File: src/rtl/simd_lshift_pkg.sv
`timescale 1ns/1ps
package simd_lshift_pkg;
  localparam int QW = 64;
  localparam int SH_W = $clog2(QW);

  typedef enum logic [1:0] {
    ES_WORD  = 2'b00,
    ES_DWORD = 2'b01,
    ES_QWORD = 2'b10,
    ES_RSVD  = 2'b11
  } elem_e;

  typedef enum logic [1:0] {
    MD_KEEP_HI  = 2'b00,
    MD_CLEAR_HI = 2'b01,
    MD_FULL     = 2'b10,
    MD_FULL_ALT = 2'b11
  } mode_e;

  typedef struct packed {
    logic [SH_W-1:0] shAmt;
    logic            sizeW;
    logic            sizeD;
    logic            sizeQ;
    logic            zeroAll;
    logic            wipeAll;
    logic            keepUpper;
    logic            zeroUpper;
  } ctrl_t;
endpackage

File: src/rtl/lshift_ctrl.sv
`timescale 1ns/1ps
module lshift_ctrl
  import simd_lshift_pkg::*;
#(
  parameter int CNT_W = 128,
  parameter int IMM_W = 8
) (
  input  logic             useImm,
  input  logic [CNT_W-1:0] countVec,
  input  logic [IMM_W-1:0] countImm,
  input  logic [1:0]       elemSel,
  input  logic [1:0]       modeSel,
  output ctrl_t            strobes
);
  localparam int LO_W = CNT_W / 2;

  logic [LO_W-1:0] effCount;
  logic            unusedCountHi;

  assign effCount      = useImm ? LO_W'(countImm) : countVec[LO_W-1:0];
  assign unusedCountHi = ^countVec[CNT_W-1:LO_W];

  always_comb begin
    strobes = '0;
    strobes.shAmt = effCount[SH_W-1:0];
    unique case (elem_e'(elemSel))
      ES_WORD: begin
        strobes.sizeW   = 1'b1;
        strobes.zeroAll = (effCount >= LO_W'(16));
      end
      ES_DWORD: begin
        strobes.sizeD   = 1'b1;
        strobes.zeroAll = (effCount >= LO_W'(32));
      end
      ES_QWORD: begin
        strobes.sizeQ   = 1'b1;
        strobes.zeroAll = (effCount >= LO_W'(QW));
      end
      default: begin
        strobes.zeroAll = 1'b1;
        strobes.wipeAll = 1'b1;
      end
    endcase
    unique case (mode_e'(modeSel))
      MD_KEEP_HI:  strobes.keepUpper = 1'b1;
      MD_CLEAR_HI: strobes.zeroUpper = 1'b1;
      default: ;
    endcase
  end
endmodule

File: src/rtl/lshift_datapath.sv
`timescale 1ns/1ps
module lshift_datapath
  import simd_lshift_pkg::*;
#(
  parameter int VEC_W = 256
) (
  input  logic             clk,
  input  logic             rst,
  input  logic             inValid,
  input  ctrl_t            strobes,
  input  logic [VEC_W-1:0] srcVec,
  input  logic [VEC_W-1:0] prevDst,
  output logic             outValid,
  output logic [VEC_W-1:0] result
);
  localparam int NUM_Q = VEC_W / QW;
  localparam int HALF  = VEC_W / 2;
  localparam int DW    = QW / 2;
  localparam int WW    = QW / 4;

  logic [VEC_W-1:0] laneVec;
  logic [VEC_W-1:0] nextRes;

  for (genvar q = 0; q < NUM_Q; q++) begin : g_lane
    logic [QW-1:0] chunk, qRes, dRes, wRes;
    assign chunk = srcVec[q*QW +: QW];
    assign qRes  = chunk << strobes.shAmt;
    for (genvar d = 0; d < 2; d++) begin : g_dw
      assign dRes[d*DW +: DW] = chunk[d*DW +: DW] << strobes.shAmt[$clog2(DW)-1:0];
    end
    for (genvar w = 0; w < 4; w++) begin : g_w
      assign wRes[w*WW +: WW] = chunk[w*WW +: WW] << strobes.shAmt[$clog2(WW)-1:0];
    end
    always_comb begin
      if (strobes.zeroAll)    laneVec[q*QW +: QW] = '0;
      else if (strobes.sizeQ) laneVec[q*QW +: QW] = qRes;
      else if (strobes.sizeD) laneVec[q*QW +: QW] = dRes;
      else                    laneVec[q*QW +: QW] = wRes;
    end
  end

  always_comb begin
    if (strobes.wipeAll) begin
      nextRes = '0;
    end else begin
      nextRes[HALF-1:0] = laneVec[HALF-1:0];
      if (strobes.keepUpper)      nextRes[VEC_W-1:HALF] = prevDst[VEC_W-1:HALF];
      else if (strobes.zeroUpper) nextRes[VEC_W-1:HALF] = '0;
      else                        nextRes[VEC_W-1:HALF] = laneVec[VEC_W-1:HALF];
    end
  end

  always_ff @(posedge clk) begin
    if (rst) begin
      outValid <= 1'b0;
      result   <= '0;
    end else begin
      outValid <= inValid;
      if (inValid) result <= nextRes;
    end
  end

  assert_latency_R9: assert property (@(posedge clk) disable iff (rst)
    inValid |=> outValid);
  assert_hold_R9: assert property (@(posedge clk) disable iff (rst)
    (!inValid && !rst) |=> (!outValid && $stable(result)));
  assert_reset_R10: assert property (@(posedge clk)
    rst |=> (!outValid && result == '0));
  assert_keep_upper_R5: assert property (@(posedge clk) disable iff (rst)
    (inValid && strobes.keepUpper && !strobes.wipeAll) |=>
      result[VEC_W-1:HALF] == $past(prevDst[VEC_W-1:HALF]));
  assert_clear_upper_R6: assert property (@(posedge clk) disable iff (rst)
    (inValid && strobes.zeroUpper) |=> result[VEC_W-1:HALF] == '0);
  assert_range_zero_R2: assert property (@(posedge clk) disable iff (rst)
    (inValid && strobes.zeroAll) |=> result[HALF-1:0] == '0);
  assert_reserved_R8: assert property (@(posedge clk) disable iff (rst)
    (inValid && strobes.wipeAll) |=> result == '0);
  assert_zero_count_R11: assert property (@(posedge clk) disable iff (rst)
    (inValid && !strobes.zeroAll && strobes.shAmt == '0) |=>
      result[HALF-1:0] == $past(srcVec[HALF-1:0]));
endmodule

File: src/rtl/simd_lshift_unit.sv
`timescale 1ns/1ps
module simd_lshift_unit
  import simd_lshift_pkg::*;
#(
  parameter int VEC_W = 256,
  parameter int CNT_W = 128,
  parameter int IMM_W = 8
) (
  input  logic             clk,
  input  logic             rst,
  input  logic             inValid,
  input  logic [VEC_W-1:0] srcVec,
  input  logic [VEC_W-1:0] prevDst,
  input  logic [CNT_W-1:0] countVec,
  input  logic [IMM_W-1:0] countImm,
  input  logic             useImm,
  input  logic [1:0]       elemSel,
  input  logic [1:0]       modeSel,
  output logic             outValid,
  output logic [VEC_W-1:0] result
);
  ctrl_t strobes;

  lshift_ctrl #(.CNT_W(CNT_W), .IMM_W(IMM_W)) u_ctrl (
    .useImm   (useImm),
    .countVec (countVec),
    .countImm (countImm),
    .elemSel  (elemSel),
    .modeSel  (modeSel),
    .strobes  (strobes)
  );

  lshift_datapath #(.VEC_W(VEC_W)) u_dp (
    .clk      (clk),
    .rst      (rst),
    .inValid  (inValid),
    .strobes  (strobes),
    .srcVec   (srcVec),
    .prevDst  (prevDst),
    .outValid (outValid),
    .result   (result)
  );
endmodule

File: config.mk
export PLATFORM = sky130hd
export DESIGN_NAME = simd_lshift_unit
export DESIGN_NICKNAME = d
export VERILOG_FILES = /design/src/rtl/simd_lshift_pkg.sv /design/src/rtl/lshift_ctrl.sv /design/src/rtl/lshift_datapath.sv /design/src/rtl/simd_lshift_unit.sv
export SDC_FILE = /design/constraint.sdc
export NUM_CORES = 2
export LEC_CHECK = 0
export ABC_AREA = 1
export BUFFER_PORTS_ARGS = -buffer_cell sky130_fd_sc_hd__buf_4
export CELL_PAD_IN_SITES_DETAIL_PLACEMENT = 1
export CELL_PAD_IN_SITES_GLOBAL_PLACEMENT = 1
export CORE_AREA = 2 2 358 360
export CTS_CLUSTER_SIZE = 8
export DETAILED_ROUTE_END_ITERATION = 8
export DIE_AREA = 0 0 360 362
export PLACE_DENSITY = 0.67
export RECOVER_POWER = 100
export SYNTH_ARGS = -nofsm -noshare
export SYNTH_HDL_FRONTEND = slang
export SYNTH_HIERARCHICAL = 1
export SYNTH_SLANG_ARGS = --single-unit
File: constraint.sdc
create_clock -name clk -period 8.1 [get_ports clk]
set_input_delay 2.43 -clock clk [delete_from_list [all_inputs] [get_ports clk]]
set_output_delay 2.43 -clock clk [all_outputs]
set_load 0.05 [all_outputs]
# == Word-level counts from Yosys, hierarchy flattened ==
# Index checks and enable logic that the tools add are counted.
# classes
n_addsub,0
multipliers,0
n_div,0
n_lt_le_gt_ge,3
n_eq_ne,3
shift,28
n_mux,21
n_bitwise,0
reduce_logical,3
# ops
operator,n
$mux 64,13
$mux 128,2
$mux 256,1
$shl 16x4->16,16
$shl 32x5->32,8
$shl 64x6->64,4
$ge 64x5->1 const B,1
$ge 64x6->1 const B,1
$ge 64x7->1 const B,1
$eq 2x1->1 const B,2
$logic_not 2->1,2
$mux 1,4
$pmux 1 s3,1
$reduce_or 3->1,1
$eq 2x2->1 const B,1
# totals
ff_bits,257
latch_bits,0
ram_bits,0
romBits,0
in_bits,656
output_inout_bits,257
word_cells,60
n_memories,0

# == Longest topological paths before layout ==
# logic_depth
depth_word,8
ltp_mapped,25
mapped_depth_nobuf,21

# == By module ==
# Netlist, hierarchy kept.
# modules_own_cells
module,n_inst,cells_per_inst,area_per_inst_um2,seq_area_each_um2
lshift_datapath,1,5994,30270.3,5144.9
lshift_ctrl,1,126,538.0,0.0

# == Least setup slack after synthesis ==
# OpenSTA, ideal clock, no wires.
# synth_path
kind,input -> register
from,input port useImm
to,register u_dp.result[153]
setup_ps,70
arrival_ps,4320
required_time_ps,8030
path_slack_ps,3709
cell_stages,15
n_path_buf,2
cell_sequence,inv_2 -> buf_6 -> nand2_1 -> a21oi_1 -> nand2_1 -> nor2_1 -> nand3_1 -> nor3_2 -> inv_1 -> nor2_1 -> buf_2 -> o21ai_0 -> o21ai_1 -> nand2_1 -> a21oi_1
# synth_lines
element,line,rtl
"start, declared",simd_lshift_unit.sv:16,"input logic useImm,"
"end signal, assigned",lshift_datapath.sv:59,if (inValid) result <= nextRes;
"end, declared",lshift_datapath.sv:14,output logic [VEC_W-1:0] result

==> flow_summary.toml <==
[place]
placed_area_um2 = 36900
place_ws_ns = 1.48
dpl.hpwl_um = 175000
port_buffers = 720
gp_congestion = 0.963

[worst_setup_path]
arrival_ns = 7.42
path_max_fanout = 32
critPathLaunchType = "input pin"
worstSetupPathType = "in -> reg"
slowest_delay_ns = 1.08
critPathCaptureType = "register"
critPathSlowestCell = "clkinvlp_2"
worstPathRequired_ns = 8.35
crit_chain = "buf_4 > inv_2 > nand2_1 > nand2_1 > clkinvlp_2 > clkinvlp_2 > nor2_4 > inv_1 > clkbuf_1 > buf_4 > a21oi_1 > o31ai_1 > clkbuf_1 > a21oi_1"

[final_layout]
fin_nets = 7142
final_common_cell = "nand2_1"
area_growth_pct = 19.9
fill_cells = 17398
design_area_um2 = 36900
final_cell_mix = "nand2_1 (2938), nand3_1 (1192), buf_4 (521)"
drive_above_1_share = 0.0991

[clock_network]
path_clk_slew_ns = 0.05
numCtsBuffers = 38
cts.sinks = 257
post-cts-setup-buffers = 0
cts.htree.levels = 2
clock_latency_ns = 0.53
ctsHoldBuffers = 0
clock_path_buffers = 3
cts_resized = 0
cts_tree = "done"
root_buffer = "clkbuf_16"

[sta]
relSlewSlack = -1.41
rsz0062_at_grt = "false"
finalSetupTns_ns = 0
worstMarginPinSlew_ns = 3.61
setup_viol = 0
hold_violations = 0
drv_slew = 161
whs_ns = 0.461
fmax_mhz = 139
fin_ws_ns = 0.930
skew_ns = 0
period_needed_ns = 7.17
finalCritPeriodShare = 0.885

[power]
leakage_nw = 17.4
ir_worst_vdd_v = 0.000122
power_per_cell_area_nw_per_um2 = 145
total_power_w = 0.00535

[grt]
grt_pass1_wl_um = 316000
grt.total_usage = 0.331
grt_overflow = 0
grt_pass1_vias = 44980
grt_max_degree = 190
antenna_found_initial = 38

[detailed_routing]
wl_um = 224000
drcViolationCount = 0
ant_nets = 0
first_pass_iters = 6
drtIter0Drc = 3543
wl_per_cell_um = 27.5
vias_per_cell = 5.46
via_count = 44659

[die]
initial_core_util = 0.243
core-area_um2 = 127000
dieArea_um2 = 130000
die_x_um = 360
io_pins = 913
rows = 131
die_y_um = 362

[synth]
yosys_warnings = 6
synth.avg_cell_area_um2 = 5.03
syn_inst = 6119
syn_nets = 6775
syn_area_um2 = 30800

[run]
cap_violations = 1

[worst_hold_path]
hold_class = "reg -> reg"

[outcome]
violations = "capacitance limit, slew limit"
status = "complete, but fails checks"
-- layout make-up --
type	instances	area [um^2]	share of cell area
repair buffers	805	5140	0.139
diodes	23	57.6	0.00156
inverters	148	626	0.0169
well taps	1662	2080	0.0563
flip-flops and latches	257	5140	0.139
multi-input cells	5236	22900	0.620
clock buffers	40	990	0.0268
clock inverters	2	16.3	0.000440
-- layer usage --
layer,global-route usage,part of all wire
met3,0.0545,0.057
met2,0.590,0.49
met1,0.324,0.34
met5,0,0.00072
met4,0.323,0.11
-- stage by stage --
stage	std cells	utilization
global placement	8108	0.291
floorplan	6119	-
detailed placement	8108	0.291
finish	8173	0.292
global route	8162	0.291
CTS	8150	0.299
-- report_power, final --
group / total [W] / switching, W / leakage (nW) / internal, W
logic: 0.00261 / 0.00191 / 14.8 / 0.000696
registers: 0.00129 / 0.00000667 / 2.07 / 0.00128
clock network: 0.00146 / 0.000602 / 0.493 / 0.000855
-- worst max-delay path, delay by kind of cell --
kind	cells	cell delay (ns)
buffers and inverters	8	3.92
AO/OA/AOI/OAI	3	0.59
AND/OR/NAND/NOR	3	0.40
-- state kept, by name, summed over array words and instances (netlist names) --
register / count
u_dp/result: 256
u_dp/outValid: 1
-- path summary, 6_finish.rpt --
| check | startpoint | end | slack [ns] | depth (start not counted) |
|---|---|---|---|---|
| max | useImm | u_dp/result[98] | 0.93 | 14 |
| min | u_dp/result[195] | u_dp/result[195] | 0.46 | 2 |
| max reg2reg | u_dp/result[43] | u_dp/result[43] | 7.26 | 2 |
| min reg2reg | u_dp/result[195] | u_dp/result[195] | 0.46 | 2 |
Note: power is estimated with default switching activity, not from simulation.
